===== src/rtl/asram_pkg.sv =====
package asram_pkg;

    typedef enum logic [2:0] {
        ST_IDLE,
        ST_WAKE,
        ST_RD,
        ST_TURN,
        ST_WR,
        ST_WREL,
        ST_WREC
    } asram_state_e;

    // Whole clock cycles covering a nanosecond interval (zero stays zero).
    function automatic int ns_to_cyc(int ns, int clk_ns);
        if (ns <= 0) return 0;
        return (ns + clk_ns - 1) / clk_ns;
    endfunction

    function automatic int imax(int a, int b);
        return (a > b) ? a : b;
    endfunction

endpackage


===== src/rtl/asram_timer.sv =====
module asram_timer #(
    parameter int W = 4
) (
    input  logic         clk,
    input  logic         rst_n,
    input  logic         load,
    input  logic [W-1:0] load_val,
    output logic         done
);
    logic [W-1:0] cnt_q;

    always_ff @(posedge clk or negedge rst_n) begin
        if (!rst_n)              cnt_q <= '0;
        else if (load)           cnt_q <= load_val;
        else if (cnt_q != '0)    cnt_q <= cnt_q - 1'b1;
    end

    assign done = (cnt_q == '0);
endmodule


===== src/rtl/asram_standby.sv =====
module asram_standby #(
    parameter int LIMIT = 8
) (
    input  logic clk,
    input  logic rst_n,
    input  logic tick,
    input  logic wake,
    output logic sleep
);
    localparam int CW = $clog2(LIMIT + 1);

    logic [CW-1:0] cnt_q;
    logic          sleep_q;

    always_ff @(posedge clk or negedge rst_n) begin
        if (!rst_n) begin
            cnt_q   <= '0;
            sleep_q <= 1'b0;
        end else begin
            if (wake) sleep_q <= 1'b0;
            if (!tick) begin
                cnt_q <= '0;
            end else if (!sleep_q) begin
                if (cnt_q == CW'(LIMIT - 1)) begin
                    sleep_q <= 1'b1;
                    cnt_q   <= '0;
                end else begin
                    cnt_q <= cnt_q + 1'b1;
                end
            end
        end
    end

    assign sleep = sleep_q;
endmodule


===== src/rtl/asram_ctrl.sv =====
module asram_ctrl
    import asram_pkg::*;
#(
    parameter int ADDR_W     = 17,
    parameter int DATA_W     = 8,
    parameter int CLK_NS     = 10,
    parameter int T_RC_NS    = 45,
    parameter int T_PWE_NS   = 35,
    parameter int T_AW_NS    = 35,
    parameter int T_SD_NS    = 20,
    parameter int T_WC_NS    = 45,
    parameter int T_HZOE_NS  = 15,
    parameter int IDLE_LIMIT = 8
) (
    input  logic              clk,
    input  logic              rst_n,
    input  logic              req_valid,
    output logic              req_ready,
    input  logic              req_write,
    input  logic [ADDR_W-1:0] req_addr,
    input  logic [DATA_W-1:0] req_wdata,
    output logic              rd_valid,
    output logic [DATA_W-1:0] rd_data,
    output logic [ADDR_W-1:0] mem_addr,
    output logic [DATA_W-1:0] mem_dq_out,
    output logic              mem_dq_oe,
    input  logic [DATA_W-1:0] mem_dq_in,
    output logic              mem_sel_n,
    output logic              mem_sel,
    output logic              mem_oe_n,
    output logic              mem_we_n
);
    // Cycle counts derived from the speed grade and the clock period.
    localparam int RC_CYC   = imax(1, ns_to_cyc(T_RC_NS, CLK_NS));
    localparam int WE_CYC   = imax(1, imax(ns_to_cyc(T_PWE_NS, CLK_NS),
                                           imax(ns_to_cyc(T_AW_NS, CLK_NS),
                                                ns_to_cyc(T_SD_NS, CLK_NS))));
    localparam int WC_CYC   = ns_to_cyc(T_WC_NS, CLK_NS);
    localparam int HOLD_CYC = (WC_CYC > WE_CYC) ? (WC_CYC - WE_CYC) : 1;
    localparam int REC_CYC  = HOLD_CYC - 1;
    localparam int TURN_CYC = imax(1, ns_to_cyc(T_HZOE_NS, CLK_NS));
    localparam int MAX_CYC  = imax(imax(RC_CYC, WE_CYC), imax(HOLD_CYC, TURN_CYC));
    localparam int TMR_W    = $clog2(MAX_CYC + 1);

    asram_state_e state_q, state_d;
    asram_state_e disp_state;
    logic [TMR_W-1:0] disp_val;
    logic [TMR_W-1:0] tmr_val;
    logic             tmr_load;
    logic             tmr_done;
    logic             sleep;
    logic             run_q;
    logic             accept;
    logic             go_write;
    logic             op_write_q;
    logic             last_rd_q;
    logic [ADDR_W-1:0] addr_q;
    logic [DATA_W-1:0] wdata_q;
    logic [DATA_W-1:0] rd_data_q;
    logic              rd_valid_q;

    assign accept = req_valid && req_ready;

    asram_timer #(.W(TMR_W)) u_timer (
        .clk      (clk),
        .rst_n    (rst_n),
        .load     (tmr_load),
        .load_val (tmr_val),
        .done     (tmr_done)
    );

    asram_standby #(.LIMIT(IDLE_LIMIT)) u_standby (
        .clk   (clk),
        .rst_n (rst_n),
        .tick  (run_q && (state_q == ST_IDLE) && !req_valid),
        .wake  (accept && sleep),
        .sleep (sleep)
    );

    // State register
    always_ff @(posedge clk or negedge rst_n) begin
        if (!rst_n) state_q <= ST_IDLE;
        else        state_q <= state_d;
    end

    // Request capture, read capture and history flags
    always_ff @(posedge clk or negedge rst_n) begin
        if (!rst_n) begin
            run_q      <= 1'b0;
            op_write_q <= 1'b0;
            last_rd_q  <= 1'b0;
            addr_q     <= '0;
            wdata_q    <= '0;
            rd_data_q  <= '0;
            rd_valid_q <= 1'b0;
        end else begin
            run_q      <= 1'b1;
            rd_valid_q <= 1'b0;
            if (accept) begin
                op_write_q <= req_write;
                addr_q     <= req_addr;
                wdata_q    <= req_wdata;
            end
            if (state_q == ST_RD && tmr_done) begin
                rd_data_q  <= mem_dq_in;
                rd_valid_q <= 1'b1;
                last_rd_q  <= 1'b1;
            end else if (state_q == ST_WR || sleep) begin
                last_rd_q  <= 1'b0;
            end
        end
    end

    // Where a starting operation goes first
    always_comb begin
        go_write = (state_q == ST_IDLE) ? req_write : op_write_q;
        if (go_write && last_rd_q) begin
            disp_state = ST_TURN;
            disp_val   = TMR_W'(TURN_CYC - 1);
        end else if (go_write) begin
            disp_state = ST_WR;
            disp_val   = TMR_W'(WE_CYC - 1);
        end else begin
            disp_state = ST_RD;
            disp_val   = TMR_W'(RC_CYC - 1);
        end
    end

    // Next state and timer loads
    always_comb begin
        state_d  = state_q;
        tmr_load = 1'b0;
        tmr_val  = '0;
        unique case (state_q)
            ST_IDLE: begin
                if (accept) begin
                    tmr_load = 1'b1;
                    if (sleep) begin
                        state_d = ST_WAKE;
                        tmr_val = TMR_W'(RC_CYC - 1);
                    end else begin
                        state_d = disp_state;
                        tmr_val = disp_val;
                    end
                end
            end
            ST_WAKE: begin
                if (tmr_done) begin
                    state_d  = disp_state;
                    tmr_load = 1'b1;
                    tmr_val  = disp_val;
                end
            end
            ST_RD: begin
                if (tmr_done) state_d = ST_IDLE;
            end
            ST_TURN: begin
                if (tmr_done) begin
                    state_d  = ST_WR;
                    tmr_load = 1'b1;
                    tmr_val  = TMR_W'(WE_CYC - 1);
                end
            end
            ST_WR: begin
                if (tmr_done) state_d = ST_WREL;
            end
            ST_WREL: begin
                if (REC_CYC > 0) begin
                    state_d  = ST_WREC;
                    tmr_load = 1'b1;
                    tmr_val  = TMR_W'((REC_CYC > 0) ? REC_CYC - 1 : 0);
                end else begin
                    state_d = ST_IDLE;
                end
            end
            ST_WREC: begin
                if (tmr_done) state_d = ST_IDLE;
            end
            default: state_d = ST_IDLE;
        endcase
    end

    // Pin decode
    always_comb begin
        req_ready  = run_q && (state_q == ST_IDLE);
        mem_sel    = run_q;
        mem_sel_n  = !run_q || ((state_q == ST_IDLE) && sleep);
        mem_oe_n   = (state_q != ST_RD);
        mem_we_n   = (state_q != ST_WR);
        mem_dq_oe  = (state_q == ST_WR) || (state_q == ST_WREL);
        mem_dq_out = wdata_q;
        mem_addr   = addr_q;
        rd_valid   = rd_valid_q;
        rd_data    = rd_data_q;
    end

endmodule


===== config.mk =====
export PLATFORM = sky130hd
export DESIGN_NAME = asram_ctrl
export DESIGN_NICKNAME = d
export VERILOG_FILES = /design/src/rtl/asram_pkg.sv /design/src/rtl/asram_timer.sv /design/src/rtl/asram_standby.sv /design/src/rtl/asram_ctrl.sv
export SDC_FILE = /design/constraint.sdc
export NUM_CORES = 1
export LEC_CHECK = 0
export BUFFER_PORTS_ARGS = -buffer_cell sky130_fd_sc_hd__buf_2
export CAP_MARGIN = 20
export CORE_AREA = 2 2 69 71
export DETAILED_ROUTE_END_ITERATION = 6
export DIE_AREA = 0 0 71 73
export GPL_TIMING_DRIVEN = 1
export PLACE_DENSITY = 0.78
export SETUP_SLACK_MARGIN = 0.3
export SYNTH_ARGS = -nofsm -noshare
export SYNTH_HDL_FRONTEND = slang
export SYNTH_SLANG_ARGS = --single-unit

===== constraint.sdc =====
create_clock -name clk -period 2.01 [get_ports clk]
set_input_delay 0.201 -clock clk [delete_from_list [all_inputs] [get_ports clk]]
set_output_delay 0.201 -clock clk [all_outputs]
set_load 0.01 [all_outputs]

# == After elaboration in Yosys (flattened, before gate mapping) ==
# Cells that the tools add are included.
# Widths: inputs -> output; s select.
# totals
reg_bits,48
input_bits,37
# op_classes
addsub,2
eq_ne,15
mux,32
n_reduce_logical,20
# op_table
op,n
$mux 3,15
$pmux 3 s5,1
$mux 4,3
$mux 1,10
$ne 2x2->1 const B,5
$eq 3x3->1 const B,3
$pmux 3 s3,1
$logic_and 1x1->1,7
$eq 3x2->1 const B,2
$logic_not 3->1,2
$reduce_and 5->1,1
$add 4x1->4 const B,1
$eq 4x3->1 const B,1
$reduce_bool 2->1,2
$reduce_or 2->1,2
$eq 3x1->1 const B,1
$logic_or 1x1->1,3
$ne 3x2->1 const B,1
$ne 3x3->1 const B,1
$reduce_bool 3->1,1
$sub 3x1->3 const B,1
$logic_not 1->1,2
$mux 2,1
$ne 2x1->1 const B,1
$pmux 1 s2,1

# == Longest topological paths before layout ==
# Gate-level depths: netlist of run 1.
# logic_depth
ltp_word,8
depth_mapped,6
depth_no_buf,6

# == By module ==
# From an unflattened synthesis of run 1, not the netlist that was laid out.
# unflattened
cells_unflattened,183
hier_area_um2,2238.4
# by_module_without_submodules
mod,n_inst,cells_per_inst,area_each_um2,seq_area_each_um2
asram_ctrl,1,140,1796.7,1001.0
asram_standby,1,22,241.5,125.1
asram_timer,1,21,200.2,75.1

# == Least setup slack after synthesis of run 1 ==
# OpenSTA, ideal clock, no wires.
# synth_path
kind,reg-to-reg
start,register u_timer.cnt_q[0]
end,register rd_data_q[0] (netlist: rd_data[0])
setup_time_ns,0.125
arrival_ns,1.598
required_time_ns,1.885
slack_ns,0.287
stages_incl_launch_ff,6
synth_period_minus_slack_ns,1.723
cell_sequence,dfrtp_1 inv_1 ha_1 nor2b_1 nand3_1 mux2_2
# synth_via
elab_chain_cells,2
# synth_lines
element,line_no,source
"start, declared",asram_timer.sv:10,logic [W-1:0] cnt_q;
"start signal, assigned",asram_timer.sv:14,else if (load) cnt_q <= load_val;
"start signal, assigned",asram_timer.sv:15,else if (cnt_q != '0) cnt_q <= cnt_q - 1'b1;
$logic_not 3->1,asram_timer.sv:18,assign done = (cnt_q == '0);
$logic_and 1x1->1,asram_ctrl.sv:104,if (state_q == ST_RD && tmr_done) begin
"end signal, assigned",asram_ctrl.sv:105,rd_data_q <= mem_dq_in;
"end, declared",asram_ctrl.sv:59,logic [DATA_W-1:0] rd_data_q;
# Every way passes these cells.
# A chain may end at the register's enable or synchronous reset.

# == Worst setup path after layout of run 1 ==
# layout_path
start,register state_q[1]
end,register wdata_q[5] (netlist: mem_dq_out[5])
# layout_via
elab_chain_cells,3
# layout_lines
element,line_no,source
"start, declared",asram_ctrl.sv:45,"asram_state_e state_q, state_d;"
"start signal, assigned",asram_ctrl.sv:83,else state_q <= state_d;
$logic_not 3->1,asram_ctrl.sv:185,req_ready = run_q && (state_q == ST_IDLE);
$logic_and 1x1->1,asram_ctrl.sv:185,
$logic_and 1x1->1,asram_ctrl.sv:62,assign accept = req_valid && req_ready;
"end signal, assigned",asram_ctrl.sv:102,wdata_q <= req_wdata;
"end, declared",asram_ctrl.sv:58,logic [DATA_W-1:0] wdata_q;
# Every way passes these cells.

==> implementation parameters, run 1 <==
Parameter                              Value

Synthesis
  Synthesized flop and latch total ... 48
  Combinational family with the most area after synthesis ... multiplexers
  Mapped Area ... between 2000 and 2500 sq um
  Syn Inst Count ... 170
  Share of synthesized area spent on multiplexers ... 0.190
  Commonest register cell after synthesis ... dfrtp_1
  Net count of the mapped netlist ... 210
  Xor and xnor area share after synthesis ... 0.00412
  Avg Synthesized Cell Area ... between 10 and 15 sq um
  Count of flip-flops with a built-in enable after synthesis ... 0
  Part of the Yosys area used for sequential elements ... 0.566
  Post-synthesis share of cell area spent on and, or, nand and nor gates ... 0.120
  Number of distinct library cell variants in the gate-level netlist after synthesis ... 36
  Number of warnings printed during yosys synthesis ... 0
  Fraction of registers with async set/reset ... 1.00
  Arithmetic-cell share of the synthesized area counting full adders, half adders and majority gates ... 0.0177
  Area fraction in compound gates after synthesis ... 0.0701

CTS
  Clock-pin slew on the worst setup and hold paths ... about 80 ps
  Clock tree from TritonCTS ... done
  Number of buffers inserted during clock tree synthesis ... 5
  Clock latency at the later pin of the worst-skew pair ... ~300 ps
  TritonCTS sink count ... 48
  Number of buffers on the longest clock path ... 2
  Cell at the root of the clock tree ... clkbuf_8
  Level count of the clock H-tree ... 2

Floorplanning
  # rows ... 25
  Die extent in y ... approximately 73 um
  Die width ... approximately 71 um
  Core Area ... between 4000 and 5000 sq um
  # IOs ... 77
  Initial Utilization ... 0.468
  Die ar. ... 5180 sq um

Route
  Routed wire length ... between 4000 and 5000 um
  Number of vias per cell after detailed routing ... between 5 and 6
  DRC marker count from the first detailed-route iteration ... 70
  WL/cell ... approximately 14 um
  Number of detailed-route iterations in the first pass ... 4
  Via total after detailed routing ... ~1,600
  DRC violations left ... 0
  Remaining antenna violation count after routing ... 0

Timing
  Unrepaired setup endpoints after global routing ... true
  Fmax achieved ... between 600 and 700 MHz
  Max-slew violation count ... 0
  Post-route setup TNS ... 0 ps
  Fin Clk Skew ... 5.84 ps
  Period minus WS final ... 1660 ps
  Number of endpoints with negative hold slack in the final report ... 0
  Transition time of the tightest slew-check pin ... 582 ps
  Setup-failing EPs final ... 0
  Tcrit/Tclk final ... 0.824
  Worst relative slew slack ... 0.612

Power and ir drop
  Share of power burned in the clock network ... 0.140
  Power spent charging and discharging nets ... 0.00141 W
  Gate power share ... 0.451
  Proportion of power drawn by flip-flops and latches ... 0.409
  Static Leak ... approximately 1.3 nW
  Total chip power ... about 0.0039 W
  Internal power ... 0.00254 W
  Power density cells ... between 1000 and 1500 nW/um^2
  Fraction of power spent switching nets ... 0.357
  Largest voltage drop on the vdd net ... between 0.7 and 0.8 mV

Placement
  Buffers added on ports ... between 70 and 80
  Cell area after placement ... about 2600 sq um
  Hpwl dp ... ~3200 um
  Routability Congestion ... roughly 0.82

Setup path
  Worst EP required ... around 2200 ps
  Slowest cell delay on critical path ... 440 ps
  Category of the critical setup timing path ... register to register
  Crit path launch type ... register
  Cell breakdown of the critical path ... or3_4 -> nor2_8 -> buf_12 -> mux2_2
  Data arrival at the endpoint of the critical path ... between 1500 and 2000 ps
  Maximum fanout count along the critical path ... 10
  Cell with the largest stage delay on the worst path ... or3_4
  Endpoint kind of the worst setup timing path ... register

Run status
  Result of the run ... finished clean

Final layout
  Number of nets in the layout ... between 200 and 300
  Area taken by flip-flops and latches ... around 1200 sq um
  Area Overhead vs Synth ... 29.7%
  Count of fill cells added during filler insertion ... between 300 and 400
  N_diodes ... 0
  Area of all placed cells without fillers ... about 2800 sq um
  Multi-input gate area in the final layout ... approximately 900 sq um
  Share of layout cells above drive strength 1 ... 0.521

Run
  Count of max-cap constraint violations ... 0

GRT
  Initial antenna violation count ... 0
  Pin count of the biggest net entering global routing ... 49
  Global route total overflow ... 0
  GRT Resource Usage Total ... 0.168
  Via count of the first global-routing pass ... 1,400
  First-pass GRT wire length ... 6670 um

Worst hold path
  HP Class ... input pin to register
## cell usage after synthesis, types with 2 or more instances
| master | n | share of area |
|---|---|---|
| nand2b_1 | 3 | 0.0088 |
| clkbuf_1 | 2 | 0.0035 |
| nand2_1 | 11 | 0.019 |
| nand3b_1 | 2 | 0.0071 |
| a21oi_1 | 11 | 0.026 |
| nor2b_1 | 5 | 0.015 |
| or3_1 | 2 | 0.0059 |
| ha_1 | 3 | 0.018 |
| nor2_1 | 10 | 0.018 |
| o21ai_0 | 4 | 0.0094 |
| a211oi_1 | 2 | 0.0071 |
| nor3_1 | 6 | 0.014 |
| inv_1 | 3 | 0.0053 |
| dfrtp_1 | 48 | 0.57 |
| nand3_1 | 2 | 0.0047 |
| mux2_2 | 34 | 0.18 |
| buf_4 | 2 | 0.0071 |
| mux2i_1 | 2 | 0.0094 |
## registers in the layout, summed over array words and instances (netlist names)
signal / cells
rd_data: 8
op_write_q: 1
u_standby.cnt_q: 4
mem_sel: 1
rd_valid: 1
mem_dq_out: 8
u_timer.cnt_q: 3
state_q: 3
mem_addr: 17
last_rd_q: 1
u_standby.sleep: 1
## area by class of cell
type                    instances  share of cell area
clock inverters                 3             0.00682
flip-flops and latches         48               0.436
inverters                       3             0.00409
repair buffers                 88               0.181
well taps                      54              0.0245
clock buffers                   5              0.0250
multi-input cells             112               0.323
## worst max-delay path: cells and delay by family, from the launching register on
kind          cells  cell delay (ps)
buf+inv           1              160
flops             1              390
mux               1              330
simple gates      2              660
## cells by family after synthesis
logic type      after synthesis
simple gates                 47
other cells                   1
xor+xnor                      1
mux                          36
buf+inv                      10
flops                        48
compound gates               24
fa+ha+maj                     3
## power groups by stage
stage                     Clock, W  Combinational, W  Sequential (W)
after floorplan                  0          0.000909         0.00177
after global placement           0           0.00166         0.00162
after detailed placement         0           0.00171         0.00163
after CTS                 0.000579           0.00173         0.00161
after global routing      0.000608           0.00192         0.00167
final                     0.000552           0.00178         0.00162
## path summary, 6_finish.rpt
| path | startpoint | end | slack (ps) | cells past startpoint |
|---|---|---|---|---|
| min | mem_dq_in[6] | rd_data[6] | 120 | 2 |
| max in group asynchronous | rst_n | op_write_q | 1090 | 3 |
| min reg2reg | rd_data[2] | rd_data[2] | 500 | 1 |
| max reg2reg | state_q[1] | mem_dq_out[5] | 350 | 4 |
| min in group asynchronous | rst_n | mem_dq_out[4] | 520 | 3 |
| max | state_q[1] | mem_dq_out[5] | 350 | 4 |
## cell usage in the layout (no fill, tap or decap), drive strengths merged, types with 3 or more instances in the layout
cell    netlist  final
nor3          6      6
nor2b         5      5
a21oi        11     11
nand2b        3      3
o21ai         4      4
buf           5     87
ha            3      3
clkinv        0      3
nand2        11     11
dfrtp        48     48
or3           3      3
clkbuf        2      5
mux2         34     34
inv           3      3
nor2         11     11
## stage by stage
| step | cells | setup slack [ps] | hold WS, ps | util |
|---|---|---|---|---|
| after floorplan | 170 | 335 | -94.6 | - |
| after global placement | 301 | 319 | 335 | 0.575 |
| after detailed placement | 301 | 280 | 327 | 0.575 |
| after CTS | 310 | 279 | 111 | 0.598 |
| after global routing | 313 | 284 | 107 | 0.607 |
| final | 313 | 354 | 123 | 0.607 |
## metal layers
layer | global-route usage | up-vias | routed length, um
li1 | - | 772 | -
met1 | 0.210 | 791 | 1730
met2 | 0.279 | 54 | 2340
met3 | 0.0373 | 9 | 229
met4 | 0.0797 | 0 | 89
met5 | 0 | - | 0
## what timing repair did
| action | 4_1_cts | 5_1_grt |
|---|---|---|
| endpoints found under the hold margin | 35 | 0 |
| setup buffers | 0 | 3 |
| endpoints found under the setup margin | 12 | 36 |
| hold buffers | 1 | 0 |
| resized for setup | 1 | 4 |
| pin swaps | 1 | 2 |
No activity file was read; power rests on OpenSTA's default activity.
==> run 2, diff against run 1 <==
--- a/config.mk
+++ b/config.mk
@@ -5,13 +5,14 @@
 export SDC_FILE = /design/constraint.sdc
 export NUM_CORES = 1
 export LEC_CHECK = 0
+export ABC_AREA = 1
 export BUFFER_PORTS_ARGS = -buffer_cell sky130_fd_sc_hd__buf_2
 export CAP_MARGIN = 20
-export CORE_AREA = 2 2 69 71
+export CORE_AREA = 2 2 70 72
 export DETAILED_ROUTE_END_ITERATION = 6
-export DIE_AREA = 0 0 71 73
+export DIE_AREA = 0 0 72 74
 export GPL_TIMING_DRIVEN = 1
-export PLACE_DENSITY = 0.78
+export PLACE_DENSITY = 0.77
 export SETUP_SLACK_MARGIN = 0.3
 export SYNTH_ARGS = -nofsm -noshare
 export SYNTH_HDL_FRONTEND = slang
==> constraint.sdc (replaced) <==
create_clock -name clk -period 1.73 [get_ports clk]
set_input_delay 0.173 -clock clk [delete_from_list [all_inputs] [get_ports clk]]
set_output_delay 0.173 -clock clk [all_outputs]
set_load 0.01 [all_outputs]
==> implementation parameters, run 2 <==
Parameter                              Value

CTS
  Clock-pin slew on the worst setup and hold paths ... 90 ps (about the same)
  Clock latency at the later pin of the worst-skew pair ... 300 ps (about the same)
  Number of buffers inserted during clock tree synthesis ... 5 (unchanged)
  Clock tree from TritonCTS ... done
  Cell at the root of the clock tree ... clkbuf_8
  Number of buffers on the longest clock path ... 2 (unchanged)
  Level count of the clock H-tree ... 2 (unchanged)
  TritonCTS sink count ... 48 (unchanged)

Synthesis
  Number of distinct library cell variants in the gate-level netlist after synthesis ... 29 (-19%)
  Part of the Yosys area used for sequential elements ... 0.549 (-0.0168)
  Post-synth top area cell ... dfrtp_1
  Commonest register cell after synthesis ... dfrtp_1
  Count of flip-flops with a built-in enable after synthesis ... 0 (unchanged)
  Synthesized flop and latch total ... 48 (unchanged)
  Net count of the mapped netlist ... 296 (+41%)
  Mapped Area ... 2190 sq um (+3.1%)
  Dominant cell by count in the synthesized netlist ... nand2_1
  Fraction of registers with async set/reset ... 1.00 (unchanged)
  Leading cell types by total area after synthesis ... dfrtp_1, nand2_1, inv_1
  Avg Synthesized Cell Area ... 8.55 sq um (-32%)
  Number of warnings printed during yosys synthesis ... 0 (unchanged)
  Syn Inst Count ... 256 (+51%)
  Synth top cells by count ... nand2_1, dfrtp_1, inv_1, nand3_1, nor2_1
  Top cell type's share of synthesized area ... 0.549 (-0.0168)

Setup path
  Slowest cell delay on critical path ... 420 ps (-20 ps)
  Kind of cell with the highest combined delay on the critical path ... simple AND/OR/NAND/NOR gates
  R2R depth ... 10 (+6)
  Worst EP required ... 1930 ps (-270 ps)
  Worst path depth ... 10 (+6)
  Critical path buffer and inverter count ... 4 (+3)
  Start of the worst register-to-register path ... state_q[0]
  Endpoint kind of the worst setup timing path ... register
  Data arrival at the endpoint of the critical path ... 1740 ps (-110 ps)
  Cell breakdown of the critical path ... nor2_4 -> buf_4 -> buf_6 -> nand3_1 -> nand2_2 -> inv_1 -> o21ai_2 -> nand3_1 -> nand2_1 -> inv_1
  Cell with the largest stage delay on the worst path ... dfrtp_1
  Category of the critical setup timing path ... register to register
  Crit path launch type ... register
  Maximum fanout count along the critical path ... 4 (-6)
  Register-to-register setup slack ... 200 ps (-160 ps)
  Endpoint of the worst register-to-register path ... u_timer.cnt_q[2]

Timing
  Tcrit/Tclk final ... 0.887 (+0.0629)
  Period minus WS final ... 1530 ps (-122 ps)
  Fin Clk Skew ... 7.07 ps (+1.23 ps)
  Post-route setup TNS ... 0 ps (unchanged)
  Fmax achieved ... 652 MHz (+7.9%)
  Number of endpoints with negative hold slack in the final report ... 0 (unchanged)
  Final hold slack ... 63.9 ps (-59.4 ps)
  Unrepaired setup endpoints after global routing ... true
  Setup-failing EPs final ... 0 (unchanged)
  Max-slew violation count ... 0 (unchanged)

Route
  Routed wire length ... 6130 um (+40%)
  DRC violations left ... 0 (unchanged)
  Via total after detailed routing ... 2,088 (+28%)
  Number of vias per cell after detailed routing ... 5.02 (-3.4%)
  WL/cell ... 14.7 um (+5.2%)
  DRC marker count from the first detailed-route iteration ... 102 (+46%)
  Number of detailed-route iterations in the first pass ... 4 (unchanged)
  Remaining antenna violation count after routing ... 0 (unchanged)

Final layout
  Count of fill cells added during filler insertion ... 302 (-20%)
  Area Overhead vs Synth ... 51.6%
  Top library cells by usage in the layout, fill and taps aside ... buf_2, nand2_1, dfrtp_1
  Number of nets in the layout ... 402 (+35%)
  Share of layout cells above drive strength 1 ... 0.528 (+0.00639)
  Leading cell type in the layout, fill and taps excluded ... buf_2
  Flip-flop count of the largest register, all copies and words added ... 17 (unchanged)
  N_diodes ... 0 (unchanged)

Run status
  Result of the run ... finished clean

Floorplanning
  Initial Utilization ... 0.476 (+0.00778)
  Core Area ... 4600 sq um (+1.4%)
  Die width ... 72 um (+1.4%)
  # rows ... 25 (unchanged)
  Die extent in y ... 74 um (+1.4%)
  Die ar. ... 5330 sq um (+2.8%)
  # IOs ... 77 (unchanged)

GRT
  Initial antenna violation count ... 0 (unchanged)
  Global route total overflow ... 0 (unchanged)
  First-pass GRT wire length ... 8070 um (+21%)
  Pin count of the biggest net entering global routing ... 28 (-43%)
  GRT Resource Usage Total ... 0.196 (+0.0282)
  Via count of the first global-routing pass ... 1,914 (+37%)

Worst hold path
  Number of cells on the worst hold path ... 3 (+1)
  HP Class ... input pin to register
  Hold_sp ... req_addr[2]
  Endpoint with the worst hold slack ... mem_addr[2]

Placement
  Hpwl dp ... 3450 um (+8.3%)
  Routability Congestion ... 0.864 (+5.1%)
  Buffers added on ports ... 76 (unchanged)

Power and ir drop
  Largest voltage drop on the vdd net ... 0.801 mV (+4.2%)
  Static Leak ... 1.85 nW (+38%)
  Power density cells ... 1660 nW/um^2 (+15%)

Run
  Count of max-cap constraint violations ... 0 (unchanged)
## run 2: cell count changes in the layout (fill, tap and decap cells not counted), sizes merged, moves of 7 or more
cell   before  now
a21oi      11    4
nand2      11  128
buf        87   99
mux2       34    0
nand3       2   11
inv         3   25
## run 2: worst max path at each step
stage / start / end / slack (ps)
2_1_floorplan: u_timer.cnt_q[0] / state_q[0] / 350
3_3_place_gp: state_q[0] / mem_addr[13] / 260
3_5_place_dp: u_timer.cnt_q[0] / rd_data[5] / 210
4_1_cts: state_q[1] / mem_dq_oe / 190
5_1_grt: state_q[0] / mem_dq_oe / 130
6_report: state_q[0] / u_timer.cnt_q[2] / 200
## run 2: logic make-up (layout without fill, tap and decap cells)
group	Yosys count	after routing	share of synthesized area
compound gates	14	14	0.0446
xor+xnor	3	3	0.0120
fa+ha+maj	3	3	0.0172
buf+inv	30	136	0.0640
flops	48	48	0.549
mux	1	1	0.00457
other cells	1	1	0.00171
simple gates	156	156	0.307
## run 2: metal layers
layer	GRT usage	routed length [um]	vias up
li1	-	-	1002
met3	0.0447	284	14
met4	0.0943	144	0
met2	0.348	3300	86
met1	0.227	2400	986
met5	0	0	-
## run 2: worst reg2reg max path: stages (launching register included)
cell     delay, ps
dfrtp_1        420
nor2_4         200
buf_4          150
buf_6           90
nand3_1         80
nand2_2        110
inv_1           70
o21ai_2        120
nand3_1         80
nand2_1         70
inv_1           40
## run 2: repair_timing
item                                   CTS  global route
hold buffers                             1             0
setup endpoints to repair               43            45
setup buffers                           12             6
gates cloned                             0             6
endpoints found under the hold margin   21             0
pin swaps                                6            32
gates resized for setup                 10            94
## run 2: where the power goes
group	switching, W	leakage (nW)	internal [W]
clock	0.000370	0.0400	0.000274
sequential	0.000372	0.598	0.00162
combinational	0.00157	1.21	0.00129
## run 2: area by class of cell
| type | instances | area [sq um] | area share |
|---|---|---|---|
| Timing Repair Buffer | 104 | 748 | 0.226 |
| Multi-Input combinational cell | 178 | 1110 | 0.334 |
| Clock inverter | 2 | 12.5 | 0.00377 |
| Sequential cell | 48 | 1200 | 0.363 |
| Tap cell | 54 | 67.6 | 0.0204 |
| Clock buffer | 5 | 68.8 | 0.0207 |
| Inverter | 25 | 109 | 0.0328 |
## run 2: per-stage QoR
step	power (W)	cell area (sq um)	setup slack (ps)	instances	util
4_1_cts	0.00477	2840	189	404	0.619
3_5_place_dp	0.00393	2630	208	384	0.573
3_3_place_gp	0.00386	2630	255	384	0.573
2_1_floorplan	0.00320	2190	348	256	-
5_1_grt	0.00585	3320	130	416	0.721
6_report	0.00549	3320	196	416	0.721
==> run 3, diff against run 2 <==
--- a/config.mk
+++ b/config.mk
@@ -8,11 +8,11 @@
 export ABC_AREA = 1
 export BUFFER_PORTS_ARGS = -buffer_cell sky130_fd_sc_hd__buf_2
 export CAP_MARGIN = 20
-export CORE_AREA = 2 2 70 72
+export CORE_AREA = 2 2 77 79
 export DETAILED_ROUTE_END_ITERATION = 6
-export DIE_AREA = 0 0 72 74
+export DIE_AREA = 0 0 79 81
 export GPL_TIMING_DRIVEN = 1
-export PLACE_DENSITY = 0.77
+export PLACE_DENSITY = 0.66
 export SETUP_SLACK_MARGIN = 0.3
 export SYNTH_ARGS = -nofsm -noshare
 export SYNTH_HDL_FRONTEND = slang
==> constraint.sdc (replaced) <==
create_clock -name clk -period 1.66 [get_ports clk]
set_input_delay 0.166 -clock clk [delete_from_list [all_inputs] [get_ports clk]]
set_output_delay 0.166 -clock clk [all_outputs]
set_load 0.01 [all_outputs]
==> implementation parameters, run 3 (same netlist as run 2, synthesis figures left out) <==
Parameter                              Value

Run status
  Result of the run ... finished clean

Timing
  Post-route setup TNS ... 0 ps (unchanged)
  Setup-failing EPs final ... 0 (unchanged)
  Final hold slack ... 48.0 ps (-15.9 ps)
  Number of endpoints with negative hold slack in the final report ... 0 (unchanged)
  Tcrit/Tclk final ... 0.920 (+0.0329)
  Unrepaired setup endpoints after global routing ... true
  Fin Clk Skew ... 7.36 ps (+0.290 ps)
  Period minus WS final ... 1530 ps (-7.52 ps)
  Max-slew violation count ... 0 (unchanged)
  Fmax achieved ... 655 MHz (+0.49%)

Setup path
  Category of the critical setup timing path ... register to register
  Cell with the largest stage delay on the worst path ... dfrtp_1
  Endpoint kind of the worst setup timing path ... register
  Slowest cell delay on critical path ... 420 ps (about the same)
  Maximum fanout count along the critical path ... 5 (+1)
  Kind of cell with the highest combined delay on the critical path ... simple AND/OR/NAND/NOR gates
  Register-to-register setup slack ... 130 ps (-60 ps)
  R2R depth ... 9 (-1)
  Cell repeated most along the worst path ... nand2_1
  Crit path launch type ... register
  Critical path buffer and inverter count ... 2 (-2)
  Cell breakdown of the critical path ... nor2_4 -> buf_6 -> nand3_4 -> nor2_8 -> buf_12 -> nand4_1 -> nand3_1 -> nand2_1 -> nand2_1
  Worst EP required ... 1900 ps (-30 ps)
  Start of the worst register-to-register path ... state_q[0]
  Data arrival at the endpoint of the critical path ... 1770 ps (+30 ps)
  Endpoint of the worst register-to-register path ... u_timer.cnt_q[1]

Route
  Routed wire length ... 5840 um (-4.8%)
  DRC marker count from the first detailed-route iteration ... 50 (-51%)
  Number of detailed-route iterations in the first pass ... 4 (unchanged)
  WL/cell ... 13.4 um (-9.1%)
  Remaining antenna violation count after routing ... 0 (unchanged)
  Via total after detailed routing ... 2,025 (-3.0%)
  Number of vias per cell after detailed routing ... 4.64 (-7.5%)
  DRC violations left ... 0 (unchanged)

CTS
  Number of buffers on the longest clock path ... 2 (unchanged)
  Clock tree from TritonCTS ... done
  Clock-pin slew on the worst setup and hold paths ... 100 ps (about the same)
  Cell at the root of the clock tree ... clkbuf_8
  Number of buffers inserted during clock tree synthesis ... 5 (unchanged)
  Level count of the clock H-tree ... 2 (unchanged)
  Clock latency at the later pin of the worst-skew pair ... 310 ps (about the same)
  TritonCTS sink count ... 48 (unchanged)

Placement
  Cell area after placement ... 2680 sq um (+1.7%)
  Buffers added on ports ... 76 (unchanged)
  Routability Congestion ... 0.881 (+1.9%)
  Hpwl dp ... 3530 um (+2.3%)

Worst hold path
  Endpoint with the worst hold slack ... rd_data[7]
  Hold_sp ... mem_dq_in[7]
  Number of cells on the worst hold path ... 3 (unchanged)
  HP Class ... input pin to register

GRT
  GRT Resource Usage Total ... 0.169 (-0.0275)
  First-pass GRT wire length ... 8440 um (+4.6%)
  Initial antenna violation count ... 0 (unchanged)
  Global route total overflow ... 0 (unchanged)
  Pin count of the biggest net entering global routing ... 26 (-7.1%)
  Via count of the first global-routing pass ... 1,884 (-1.6%)

Power and ir drop
  Largest voltage drop on the vdd net ... 0.757 mV (-5.6%)
  Power density cells ... 1730 nW/um^2 (+4.2%)
  Static Leak ... 1.81 nW (-2.4%)

Final layout
  Area Overhead vs Synth ... 50.5%
  Leading cell type in the layout, fill and taps excluded ... nand2_1
  N_diodes ... 0 (unchanged)
  Number of nets in the layout ... 400 (-0.50%)
  Area of all placed cells without fillers ... 3290 sq um (-0.72%)
  Top library cells by usage in the layout, fill and taps aside ... nand2_1, buf_2, dfrtp_1
  Share of layout cells above drive strength 1 ... 0.504 (-0.0235)
  Flip-flop count of the largest register, all copies and words added ... 17 (unchanged)
  Count of fill cells added during filler insertion ... 519 (+72%)

Floorplanning
  # rows ... 28 (+12%)
  Die extent in y ... 81 um (+9.5%)
  Die width ... 79 um (+9.7%)
  Die ar. ... 6400 sq um (+20%)
  Initial Utilization ... 0.386 (-0.0903)
  Core Area ... 5680 sq um (+23%)
  # IOs ... 77 (unchanged)

Run
  Count of max-cap constraint violations ... 0 (unchanged)
==> run 3: cell types whose count changed in the layout (fill, tap and decap cells not counted), sizes merged <==
cell,delta
buf,-1
clkinvlp,-1
inv,+1
==> run 3: cell type report <==
cell class | instances | area (sq um) | area share
multi-input combinational | 178 | 1070 | 0.326
clock inverter | 2 | 13.8 | 0.00418
inverter | 25 | 106 | 0.0323
sequential | 48 | 1200 | 0.365
tap | 75 | 93.8 | 0.0285
timing repair buffer | 102 | 723 | 0.220
clock buffer | 6 | 82.6 | 0.0251
==> run 3: report_power, final <==
group / total, W / switching, W / internal (W)
sequential: 0.00203 / 0.000349 / 0.00168
combinational: 0.00289 / 0.00160 / 0.00129
clock: 0.000756 / 0.000415 / 0.000341
total: 0.00568 / 0.00237 / 0.00331
==> run 3: worst max path at each step <==
stage	start	endpoint	slack [ps]	depth (start not counted)
after floorplan	u_timer.cnt_q[0]	state_q[0]	330	10
after global placement	u_timer.cnt_q[0]	rd_data[1]	210	9
after detailed placement	u_timer.cnt_q[0]	rd_data[4]	170	9
after CTS	state_q[1]	mem_dq_oe	130	6
after global routing	state_q[0]	u_timer.cnt_q[1]	80	10
final	state_q[0]	u_timer.cnt_q[1]	130	9
==> run 3: routing by layer <==
layer / part of all wire / vias to the layer above / GRT usage
li1: - / 998 / -
met1: 0.41 / 963 / 0.202
met2: 0.53 / 58 / 0.293
met3: 0.042 / 6 / 0.0344
met4: 0.013 / 0 / 0.0776
met5: 0 / - / 0
==> run 3: what timing repair did <==
item / CTS / global route
hold buffers: 1 / 0
hold endpoints to repair: 48 / 0
pin swaps: 6 / 20
buffers inserted: 12 / 4
endpoints found under the setup margin: 45 / 47
gates resized for setup: 21 / 68
gates cloned: 1 / 3
==> run 3: metrics by stage <==
step	power, W	cells	worst slack (ps)	util
2_1_floorplan	0.00334	256	325	-
3_3_place_gp	0.00407	407	208	0.472
3_5_place_dp	0.00412	407	174	0.472
4_1_cts	0.00521	429	132	0.525
5_1_grt	0.00606	436	78.4	0.580
6_report	0.00568	436	134	0.580
==> run 3: worst reg2reg max path, delay by kind of cell (launching register included) <==
family                 cells  cell delay, ps
buffers and inverters      2             280
DFF                        1             420
and+or+nand+nor            7             770
